--- config.mk ---
export PLATFORM = sky130hd
export DESIGN_NAME = outage_timer
export DESIGN_NICKNAME = d
export VERILOG_FILES = /design/src/rtl/outage_pkg.sv /design/src/rtl/outage_sync_edge.sv /design/src/rtl/outage_prescaler.sv /design/src/rtl/outage_counter.sv /design/src/rtl/outage_readout.sv /design/src/rtl/outage_timer.sv
export SDC_FILE = /design/constraint.sdc
export NUM_CORES = 1
export LEC_CHECK = 0
export BUFFER_PORTS_ARGS = -buffer_cell sky130_fd_sc_hd__buf_2
export CORE_MARGIN = 5
export CORE_UTILIZATION = 35
export CTS_CLUSTER_SIZE = 30
export DETAILED_ROUTE_END_ITERATION = 16
export SYNTH_ARGS = -nofsm -noshare
export SYNTH_HDL_FRONTEND = slang
export SYNTH_SLANG_ARGS = --single-unit
--- constraint.sdc ---
create_clock -name clk -period 4.33 [get_ports clk]
set_clock_uncertainty 0.2 [all_clocks]
set_input_delay 0.2165 -clock clk [delete_from_list [all_inputs] [get_ports clk]]
set_output_delay 0.2165 -clock clk [all_outputs]
set_load 0.1 [all_outputs]
--- src/rtl/outage_pkg.sv ---
package outage_pkg;
  localparam int unsigned COUNT_BITS_DEF = 15;
  localparam int unsigned DIV_BITS_DEF   = 10;
  localparam int unsigned SYNC_DEPTH_DEF = 2;

  typedef enum logic {
    SRC_SHIFT = 1'b0,
    SRC_OSC   = 1'b1
  } qsrc_e;
endpackage

--- src/rtl/outage_sync_edge.sv ---
module outage_sync_edge #(
  parameter int unsigned STAGES = outage_pkg::SYNC_DEPTH_DEF
) (
  input  logic clk,
  input  logic rst_n,
  input  logic din,
  output logic rise
);
  logic [STAGES:0] pipe_q;

  always_ff @(posedge clk or negedge rst_n) begin
    if (!rst_n) pipe_q <= '0;
    else        pipe_q <= {pipe_q[STAGES-1:0], din};
  end

  // Edge is taken between the last synchronizing stage and one extra flop.
  assign rise = pipe_q[STAGES-1] & ~pipe_q[STAGES];
endmodule

--- src/rtl/outage_prescaler.sv ---
module outage_prescaler #(
  parameter int unsigned DIV_W = outage_pkg::DIV_BITS_DEF
) (
  input  logic clk,
  input  logic rst_n,
  input  logic clear,
  input  logic osc_rise,
  output logic tick,
  output logic phase_msb
);
  logic [DIV_W-1:0] div_q;

  always_ff @(posedge clk or negedge rst_n) begin
    if (!rst_n)        div_q <= '0;
    else if (clear)    div_q <= '0;
    else if (osc_rise) div_q <= div_q + 1'b1;
  end

  assign tick      = osc_rise & ~clear & (&div_q);
  assign phase_msb = div_q[DIV_W-1];
endmodule

--- src/rtl/outage_counter.sv ---
module outage_counter #(
  parameter int unsigned CNT_W = outage_pkg::COUNT_BITS_DEF
) (
  input  logic             clk,
  input  logic             rst_n,
  input  logic             clear,
  input  logic             enable,
  input  logic             tick,
  output logic [CNT_W-1:0] count
);
  always_ff @(posedge clk or negedge rst_n) begin
    if (!rst_n)                          count <= '0;
    else if (clear)                      count <= '0;
    else if (enable && tick && !(&count)) count <= count + 1'b1;
  end
endmodule

--- src/rtl/outage_readout.sv ---
module outage_readout #(
  parameter int unsigned CNT_W = outage_pkg::COUNT_BITS_DEF,
  localparam int unsigned BC_W = $clog2(CNT_W + 1)
) (
  input  logic             clk,
  input  logic             rst_n,
  input  logic             load,
  input  logic [CNT_W-1:0] load_val,
  input  logic             shift,
  input  logic             osc_in,
  output logic             q_out,
  output logic [CNT_W-1:0] shreg,
  output logic [BC_W-1:0]  bit_cnt
);
  import outage_pkg::*;

  localparam logic [BC_W-1:0] LAST = BC_W'(CNT_W);

  qsrc_e src;

  always_ff @(posedge clk or negedge rst_n) begin
    if (!rst_n) begin
      shreg   <= '0;
      bit_cnt <= '0;
    end else if (load) begin
      shreg   <= load_val;
      bit_cnt <= '0;
    end else if (shift && bit_cnt != LAST) begin
      shreg   <= {shreg[CNT_W-2:0], 1'b0};
      bit_cnt <= bit_cnt + 1'b1;
    end
  end

  assign src   = (bit_cnt == LAST) ? SRC_OSC : SRC_SHIFT;
  assign q_out = (src == SRC_OSC) ? osc_in : shreg[CNT_W-1];
endmodule

--- src/rtl/outage_timer.sv ---
module outage_timer #(
  parameter int unsigned CNT_W       = outage_pkg::COUNT_BITS_DEF,
  parameter int unsigned DIV_W       = outage_pkg::DIV_BITS_DEF,
  parameter int unsigned SYNC_STAGES = outage_pkg::SYNC_DEPTH_DEF
) (
  input  logic clk,
  input  logic rst_n,
  input  logic cut_off,
  input  logic osc_in,
  input  logic host_sclk,
  output logic q_out,
  output logic tick_out
);
  localparam int unsigned BC_W = $clog2(CNT_W + 1);

  logic             cut_q;
  logic             start, stop;
  logic             host_gated;
  logic             osc_rise, host_rise;
  logic             tick, phase_msb;
  logic [CNT_W-1:0] count;
  logic [CNT_W-1:0] shreg;
  logic [BC_W-1:0]  bit_cnt;

  always_ff @(posedge clk or negedge rst_n) begin
    if (!rst_n) cut_q <= 1'b0;
    else        cut_q <= cut_off;
  end

  assign start      = cut_off & ~cut_q;
  assign stop       = ~cut_off & cut_q;
  assign host_gated = host_sclk & ~cut_off;

  outage_sync_edge #(.STAGES(SYNC_STAGES)) u_osc_sync (
    .clk(clk), .rst_n(rst_n), .din(osc_in), .rise(osc_rise)
  );

  outage_sync_edge #(.STAGES(SYNC_STAGES)) u_host_sync (
    .clk(clk), .rst_n(rst_n), .din(host_gated), .rise(host_rise)
  );

  outage_prescaler #(.DIV_W(DIV_W)) u_presc (
    .clk(clk), .rst_n(rst_n), .clear(start), .osc_rise(osc_rise),
    .tick(tick), .phase_msb(phase_msb)
  );

  outage_counter #(.CNT_W(CNT_W)) u_count (
    .clk(clk), .rst_n(rst_n), .clear(start), .enable(cut_off),
    .tick(tick), .count(count)
  );

  outage_readout #(.CNT_W(CNT_W)) u_read (
    .clk(clk), .rst_n(rst_n), .load(stop), .load_val(count),
    .shift(host_rise), .osc_in(osc_in), .q_out(q_out),
    .shreg(shreg), .bit_cnt(bit_cnt)
  );

  assign tick_out = phase_msb & ~cut_off;
endmodule

==> flow_summary.json, run 1 <==
{
  "run_status": "completed",
  "insertion_delay_ps": 300,
  "worst_path_max_delay_cell": "nor4_2",
  "first_iter_violations": 137,
  "synth-edff-count": 0,
  "core-area_um2": 6830,
  "reg2reg_to": "u_count.count[3]",
  "min_to": "u_host_sync.pipe_q[1]",
  "hp-class": "register to register",
  "cp-start-kind": "register",
  "start_util": 0.360,
  "vias_per_cell": 5.15,
  "root_buffer": "clkbuf_8",
  "die_w_um": 93.8,
  "reg2regPathDepth": 5,
  "ys_ff_latch": 51,
  "period_share": 0.564,
  "p_leak_nw": 1.25,
  "rows": 30,
  "end_kind": "register",
  "vias": 1773,
  "wl_per_cell_um": 13.7,
  "p_per_area_nw_per_um2": 325,
  "io-pin-count": 7,
  "reg2reg_from": "u_count.count[0]",
  "crit_buf_inv": 0,
  "synthCells": 238,
  "crit_chain": "ha_1 -> nand2_1 -> nor4_2 -> nor2_1 -> a221o_1",
  "gp_congestion": 0.919,
  "avgSynthCellArea_um2": 10.3,
  "die-area_um2": 8810,
  "synth_cell_types": 40,
  "antenna_found_initial": 0,
  "ir_drop_v": 0.000162,
  "cts_buffers": 5,
  "drv_cap": 0,
  "antenna_left": 0,
  "dominantRegCellSynth": "dfrtp_1",
  "syn_area_um2": 2460,
  "period_needed_ps": 2440,
  "crit_type": "register to register",
  "final.setup.tns_ps": 0,
  "globalRoute.totalOverflow": 0,
  "grt_pass1_vias": 1739,
  "drive_gt1_frac": 0.105,
  "final_area_um2": 2750,
  "grt_max_degree": 52,
  "cts_tree": "done",
  "ys_warn_count": 0,
  "die_height_um": 93.8,
  "drt-pass1-iter-count": 4,
  "clkTransAtPathRegs_ps": 90,
  "grt_pass1_wl_um": 8220,
  "clockBufferDepth": 2,
  "post-route-util": 0.402,
  "postCtsSetupRepairBufs": 0,
  "syn2layout_area_growth_pct": 11.6,
  "io_buffers": 6,
  "dpl_cell_area_um2": 2590,
  "setup_violations": 0,
  "postRouteWirelength_um": 4720,
  "synthesis.nets": 246,
  "cts.repair.resized": 0,
  "arrival_ps": 2420,
  "critical-path-top-delay-family": "simple AND/OR/NAND/NOR gates",
  "critPathMaxFanout": 9,
  "fin_total_pwr_mw": 0.892,
  "worstHoldPathCells": 0,
  "synth.yosys.seq_area_share": 0.519,
  "slowest_delay_ps": 680,
  "final_nets": 255,
  "cts.sink_count": 51,
  "maxSlewViolCount": 0,
  "grt_setup_unrepaired": "false",
  "min-delay-start": "u_host_sync.pipe_q[0]",
  "hold_slack_ps": 146,
  "worst_slew_pin_slew_ps": 1130,
  "htree_levels": 2,
  "rrSetupSlack_ps": 1890,
  "dpl.hpwl_um": 3210,
  "cp.required_ps": 4310,
  "grt_use_total": 0.115,
  "num_antenna_cells": 0,
  "fmax_mhz": 409,
  "finalHoldViolCount": 0,
  "drc": 0,
  "maxSlewHeadroom": 0.246,
  "synthArstFlopShare": 1.00
}
[placed cells by master, fill, tap and decap left out, types with 2 or more instances in the layout]
master,count
nand3_1,13
a221o_1,4
xnor2_1,6
nand2_1,28
nor2b_1,5
o31ai_1,2
nand4_1,7
dfrtp_1,51
o21ai_0,18
o41ai_1,2
inv_1,4
and3_1,4
dlygate4sd3_1,4
mux2_2,2
nor4_2,2
or4_1,5
and4_1,3
mux2i_1,15
buf_4,2
ha_1,3
a21oi_1,5
nor4_1,3
clkbuf_8,6
buf_2,6
nor3_1,8
xor2_1,6
nor2_1,16
[synthesized netlist by cell type, drive strengths merged (2+ instances only)]
cell | number | area share
o41ai | 2 | 0.0071
mux2 | 2 | 0.0092
ha | 3 | 0.015
nor2 | 16 | 0.024
o21ai | 18 | 0.037
xnor2 | 6 | 0.021
nand3 | 13 | 0.026
mux2i | 15 | 0.061
nand4 | 7 | 0.018
dfrtp | 51 | 0.52
a21oi | 6 | 0.014
nor2b | 6 | 0.015
inv | 4 | 0.0061
clkbuf | 8 | 0.012
a221o | 4 | 0.016
xor2 | 6 | 0.021
and3 | 4 | 0.010
buf | 2 | 0.0041
o31ai | 2 | 0.0061
and4 | 3 | 0.011
nand2 | 28 | 0.043
nor4 | 5 | 0.018
or4 | 6 | 0.020
nor3 | 8 | 0.016
[sequential cells by signal, indices dropped and copies added, names as in the netlist]
register,count
cut_q,1
u_count.count,15
u_host_sync.pipe_q,3
u_osc_sync.pipe_q,3
u_presc.div_q,10
u_read.bit_cnt,4
u_read.shreg,15
[stage by stage]
stage / worst slack (ps) / instances
floorplan: 2200 / 238
global placement: 1950 / 332
finish: 1890 / 344
CTS: 1890 / 344
detailed placement: 1900 / 332
global route: 1730 / 344
[worst max-delay path by stage]
| stage | startpoint | end | slack, ps | cells after the start |
|---|---|---|---|---|
| after CTS | u_count.count[0] | u_count.count[12] | 1890 | 5 |
| after global placement | u_presc.div_q[0] | u_count.count[12] | 1950 | 5 |
| after global routing | u_presc.div_q[1] | u_count.count[3] | 1730 | 5 |
| after detailed placement | u_presc.div_q[0] | u_count.count[12] | 1900 | 5 |
| after floorplan | u_presc.div_q[9] | tick_out | 2200 | 1 |
| final | u_count.count[0] | u_count.count[3] | 1890 | 5 |
[routing by layer]
| layer | GRT usage | wire [um] |
|---|---|---|
| met1 | 0.166 | 2490 |
| met2 | 0.170 | 2060 |
| met3 | 0.0272 | 116 |
| met4 | 0.0373 | 53 |
| met5 | 0 | 0 |
[area by class of cell]
cell class / count / area [um^2]
flip-flops and latches: 51 / 1280
inverters: 4 / 15.0
clock inverters: 2 / 35.0
fillers: 687 / 4090
clock buffers: 6 / 82.6
repair buffers: 12 / 85.1
well taps: 96 / 120
multi-input cells: 173 / 1130
[logic make-up after synthesis]
group / count (synthesis) / synth area share
and+or+nand+nor: 99 / 0.216
DFF: 51 / 0.519
AOI/OAI and AO/OA: 42 / 0.114
muxes: 17 / 0.0702
buffers and inverters: 14 / 0.0224
xor gates and xnor gates: 12 / 0.0427
adders and majority gates: 3 / 0.0153
[power breakdown]
group	internal [mW]	switching [mW]	leakage, nW
Clock	0.187	0.150	0.0612
Sequential	0.489	0.0128	0.696
Combinational	0.0206	0.0329	0.489
Total	0.697	0.195	1.25
[what timing repair did]
item / CTS / global route
hold endpoints to repair: 54 / 0
hold buffers: 4 / 0
setup endpoints to repair: 0 / 0
No activity file was read; power rests on OpenSTA's default activity.
==> run 2: changes to the inputs <==
==> constraint.sdc (replaced) <==
create_clock -name clk -period 2 [get_ports clk]
set_clock_uncertainty 0.2 [all_clocks]
set_input_delay 0.1 -clock clk [delete_from_list [all_inputs] [get_ports clk]]
set_output_delay 0.1 -clock clk [all_outputs]
set_load 0.1 [all_outputs]
==> run 2 against run 1 <==
Global-route usage grew 2.2 points. Count of clock-buffer cells in the layout shrank 1. Critical path type unchanged. Register-to-register slack lost 1900 ps. Total power grew 110%. Hold slack lost 55 ps. Critical path depth shrank 1. Combinational power grew to 3.0 times the previous value. First-iteration DRC count shrank 19%. Sequential power grew 120%. Largest power group unchanged. Final cell count grew 14%. Clock power grew 74%. Critical endpoint is now u_count.count[5]. Flip-flop and latch count is the same. The run now ends with setup timing left.
==> flow_summary.json, run 2 (synthesis results as in run 1) <==
{
  "arrival_ps": 2050,
  "rrSetupSlack_ps": -5,
  "crit_type": "register to register",
  "critPathLaunch": "u_osc_sync.pipe_q[2]",
  "antenna_found_initial": 0,
  "grt_max_degree": 35,
  "clockBufferDepth": 2,
  "root_buffer": "clkbuf_8",
  "power_frac_comb": 0.087,
  "netSwitchingPower_mw": 0.457,
  "cts.sink_count": 51,
  "final_nets": 302,
  "reg_top3": "u_count.count: 15 flops, u_read.shreg: 15 flops, u_presc.div_q: 10 flops",
  "syn2layout_area_growth_pct": 30.7,
  "clkTransAtPathRegs_ps": 90,
  "critical-path-top-delay-family": "simple AND/OR/NAND/NOR gates",
  "antenna_left": 0,
  "cp-start-kind": "register",
  "period_share": 1.00,
  "post-route-util": 0.471,
  "wl_per_cell_um": 14.1,
  "core-area_um2": 6830,
  "violations": "setup timing",
  "cp.required_ps": 2040,
  "post-place-cells": 371,
  "grt_setup_unrepaired": "true",
  "crit_buf_inv": 0,
  "vias": 1946,
  "insertion_delay_ps": 300,
  "io_buffers": 6,
  "grt_pass1_vias": 2016,
  "maxSlewHeadroom": 0.675,
  "drt-pass1-iter-count": 4,
  "n_fill_cell": 661,
  "hp-class": "input pin to async pin",
  "first_iter_violations": 111,
  "cpMostUsedCell": "or4_4",
  "final_common_cell": "dfrtp_1",
  "worst_slack_ps": -4.56,
  "finalHoldViolCount": 0,
  "cts_tree": "done",
  "crit_chain": "nand4b_4 -> or4_4 -> or4_4 -> a21oi_2",
  "io-pin-count": 7,
  "layout.cells.non_filler": 391,
  "mostFrequentLayoutCells": "50 x dfrtp_1, 45 x buf_4, 26 x nand2_1",
  "p_sw_frac": 0.250,
  "ir_drop_v": 0.000407,
  "cts_buffers": 5,
  "globalRoute.totalOverflow": 0,
  "htree_levels": 2,
  "critPathMaxFanout": 6,
  "rows": 30,
  "power_frac_seq": 0.593,
  "end_kind": "register",
  "maxSlewViolCount": 0,
  "drc": 0,
  "reg2reg_to": "u_count.count[5]",
  "grt_use_total": 0.137,
  "run_status": "complete, but fails checks",
  "p_int_mw": 1.37,
  "die_height_um": 93.8,
  "drv_cap": 0,
  "pre_cts_ws_ps": 1.99,
  "p_per_area_nw_per_um2": 569,
  "worst_path_max_delay_cell": "or4_4",
  "fmax_mhz": 499,
  "die-area_um2": 8810,
  "vias_per_cell": 4.98,
  "reg2reg_from": "u_osc_sync.pipe_q[2]",
  "slowest_delay_ps": 610,
  "start_util": 0.360,
  "grt_pass1_wl_um": 9630,
  "worst_slew_pin_slew_ps": 487,
  "clkPwrFrac": 0.320,
  "setup_violations": 1,
  "die_w_um": 93.8,
  "period_needed_ps": 2000,
  "reg2regPathDepth": 4,
  "postRouteWirelength_um": 5520,
  "num_antenna_cells": 0,
  "dpl.hpwl_um": 3760,
  "p_leak_nw": 1.50,
  "gp_congestion": 0.802,
  "drive_gt1_frac": 0.312
}
run 2: cell types whose count changed in the layout (fill, tap and decap cells not counted), sizes merged:
cell,change
clkbuf,-1
bufinv,-1
clkinv,+2
buf,+46
or4,+1
run 2: routing by layer:
metal	global-route usage	routed length, um	up-vias
li1	-	-	976
met1	0.181	2590	946
met2	0.234	2740	17
met3	0.0240	128	7
met4	0.0325	61	0
met5	0	0	-
run 2: through the flow:
| stage | area [um^2] | power [mW] | hold WS [ps] | setup TNS [ps] |
|---|---|---|---|---|
| floorplan | 2490 | 1.17 | -396 | -3.59 |
| finish | 3220 | 1.83 | 91.0 | -4.56 |
| global route | 3220 | 1.93 | 111 | -139 |
| global placement | 2940 | 1.25 | -112 | 0 |
| detailed placement | 2940 | 1.25 | -108 | 0 |
| CTS | 3090 | 1.84 | 56.9 | -1.16 |
run 2: worst max path at each step:
stage	endpoint	slack [ps]	cells past startpoint
2_1_floorplan	u_count.count[2]	-4	5
3_3_place_gp	u_count.count[5]	30	4
3_5_place_dp	u_count.count[5]	2	5
4_1_cts	u_count.count[7]	-1	4
5_1_grt	u_count.count[5]	-60	4
6_report	u_count.count[5]	-5	4
run 2: area by class of cell:
class                   instances  area (um^2)  share of cell area
clock buffers                   5         68.8              0.0214
clock inverters                 3         15.0             0.00467
inverters                       4         15.0             0.00467
multi-input cells             174         1250               0.390
flip-flops and latches         51         1280               0.397
well taps                      96          120              0.0374
repair buffers                 58          465               0.145
run 2: power by group through the flow:
stage,combinational [mW],clock [mW],sequential [mW]
after floorplan,0.0714,0,1.10
after global placement,0.149,0,1.10
after detailed placement,0.152,0,1.10
after CTS,0.158,0.604,1.08
after global routing,0.184,0.656,1.09
final,0.160,0.585,1.09
run 2: what timing repair did:
action | CTS | global route
buffers inserted | 1 | 6
endpoints found under the setup margin | 4 | 14
hold endpoints to repair | 54 | 0
gates cloned | 1 | 0
pin swaps | 1 | 5
hold buffers | 4 | 0
resized for setup | 4 | 17
==> run 3: changes to the inputs <==
--- a/config.mk
+++ b/config.mk
@@ -7,9 +7,10 @@
 export LEC_CHECK = 0
 export BUFFER_PORTS_ARGS = -buffer_cell sky130_fd_sc_hd__buf_2
 export CORE_MARGIN = 5
-export CORE_UTILIZATION = 35
+export CORE_UTILIZATION = 55
 export CTS_CLUSTER_SIZE = 30
 export DETAILED_ROUTE_END_ITERATION = 16
+export PLACE_DENSITY = 0.75
 export SYNTH_ARGS = -nofsm -noshare
 export SYNTH_HDL_FRONTEND = slang
 export SYNTH_SLANG_ARGS = --single-unit
==> run 3 against run 2 <==
The flow still finishes with violations (setup timing). Hold slack got worse by 42 ps. Critical path depth did not move. Via count rose by 4.5%. Non-clock buffer count shrank 4. Clock power rose by 3%. Critical endpoint is now u_count.count[7].
==> flow_summary.json, run 3 (synthesis results as in run 1) <==
{
  "run_status": "complete, but fails checks",
  "violations": "setup timing",
  "reg_top3": "u_count.count: 15 flops, u_read.shreg: 15 flops, u_presc.div_q: 10 flops",
  "gp_congestion": 0.914,
  "period_needed_ps": 2030,
  "reg2reg_from": "u_osc_sync.pipe_q[2]",
  "critPathLaunch": "u_osc_sync.pipe_q[2]",
  "use_met2": 0.328,
  "core-area_um2": 4350,
  "end_kind": "register",
  "num_antenna_cells": 0,
  "arrival_ps": 2070,
  "postRouteWirelength_um": 5680,
  "rows": 24,
  "mostFrequentLayoutCells": "49 x dfrtp_1, 41 x buf_4, 27 x nand2_1",
  "drt-pass1-iter-count": 5,
  "critPathMaxFanout": 6,
  "crit_type": "register to register",
  "cp-start-kind": "register",
  "dpl.hpwl_um": 3530,
  "period_share": 1.02,
  "grt.met1_usage": 0.268,
  "die_w_um": 76.9,
  "n_fill_cell": 330,
  "worst_slew_pin_slew_ps": 636,
  "vias": 2033,
  "io-pin-count": 7,
  "die-area_um2": 5910,
  "drv_cap": 0,
  "io_buffers": 6,
  "final_nets": 298,
  "grt_setup_unrepaired": "true",
  "drive_gt1_frac": 0.292,
  "hp-class": "input pin to register",
  "root_buffer": "clkbuf_8",
  "cts.sink_count": 51,
  "grt_use_total": 0.202,
  "p_leak_nw": 1.47,
  "grt.busiest_layer": "met2",
  "cts_buffers": 5,
  "first_iter_violations": 251,
  "worst_slack_ps": -33.5,
  "ir_drop_v": 0.000448,
  "reg2reg_to": "u_count.count[7]",
  "reg2regPathDepth": 4,
  "dpl_cell_area_um2": 2850,
  "finalHoldViolCount": 0,
  "die_height_um": 76.9,
  "layout.cells.non_filler": 343,
  "final_area_um2": 3110,
  "p_per_area_nw_per_um2": 590,
  "start_util": 0.565,
  "clkTransAtPathRegs_ps": 100,
  "vias_per_cell": 5.93,
  "pre_cts_ws_ps": -22.8,
  "drc": 0,
  "critPathCapture": "u_count.count[7]",
  "antenna_found_initial": 0,
  "post-place-cells": 324,
  "wl_per_cell_um": 16.6,
  "setup_violations": 2,
  "antenna_left": 0,
  "globalRoute.totalOverflow": 0,
  "maxSlewViolCount": 0,
  "clockBufferDepth": 2,
  "syn2layout_area_growth_pct": 26.4,
  "final_common_cell": "dfrtp_1",
  "fmax_mhz": 492,
  "grt_max_degree": 52,
  "final.setup.tns_ps": -60.5,
  "insertion_delay_ps": 310,
  "grt_util_met3": 0.0422,
  "htree_levels": 2,
  "cp.required_ps": 2040,
  "post-route-util": 0.714,
  "cts_tree": "done",
  "grt_pass1_vias": 2017,
  "maxSlewHeadroom": 0.576,
  "rrSetupSlack_ps": -30,
  "grt_pass1_wl_um": 9670
}
-- run 3: what timing repair did --
item | CTS | global route
gates resized for setup | 3 | 17
gates cloned | 1 | 0
pin swaps | 0 | 13
hold buffers | 4 | 0
buffers inserted | 1 | 7
setup endpoints to repair | 4 | 14
endpoints found under the hold margin | 54 | 0
-- run 3: layout make-up --
cell class | count | area [um^2] | area share
inverters | 4 | 15.0 | 0.00483
clock buffers | 5 | 68.8 | 0.0221
clock inverters | 3 | 18.8 | 0.00604
repair buffers | 54 | 427 | 0.137
well taps | 52 | 65.1 | 0.0209
multi-input cells | 174 | 1240 | 0.398
flip-flops and latches | 51 | 1280 | 0.411
-- run 3: worst min-delay path by stage --
stage | start | to | slack [ps] | cells after the start
3_5_place_dp | osc_in | u_osc_sync.pipe_q[0] | 30 | 1
2_1_floorplan | rst_n | cut_q | -400 | 0
3_3_place_gp | osc_in | u_osc_sync.pipe_q[0] | 30 | 1
4_1_cts | cut_off | u_count.count[14] | 30 | 3
5_1_grt | cut_off | u_count.count[14] | 70 | 3
6_report | cut_off | u_count.count[14] | 50 | 3
-- run 3: stage by stage --
step                hold WS, ps  total power, mW
floorplan                  -396             1.17
global placement           28.7             1.24
detailed placement         30.5             1.24
CTS                        28.1             1.85
global route               72.6             1.93
finish                     49.2             1.84
-- run 3: critical path: stages, from the launching register on --
cell      delay (ps)
dfrtp_1          390
nand4b_4         200
or4_4            610
or4_1            420
a21oi_1          130
-- run 3: power by group --
group | switching [mW] | internal [mW] | total, mW | leakage [nW]
Clock | 0.358 | 0.247 | 0.605 | 0.0483
Combinational | 0.0858 | 0.0659 | 0.152 | 0.727
Sequential | 0.0207 | 1.06 | 1.08 | 0.693
-- run 3: layer usage --
layer | vias up | share of wire
li1 | 970 | -
met1 | 991 | 0.45
met2 | 62 | 0.49
met3 | 10 | 0.039
met4 | 0 | 0.020
met5 | - | 0
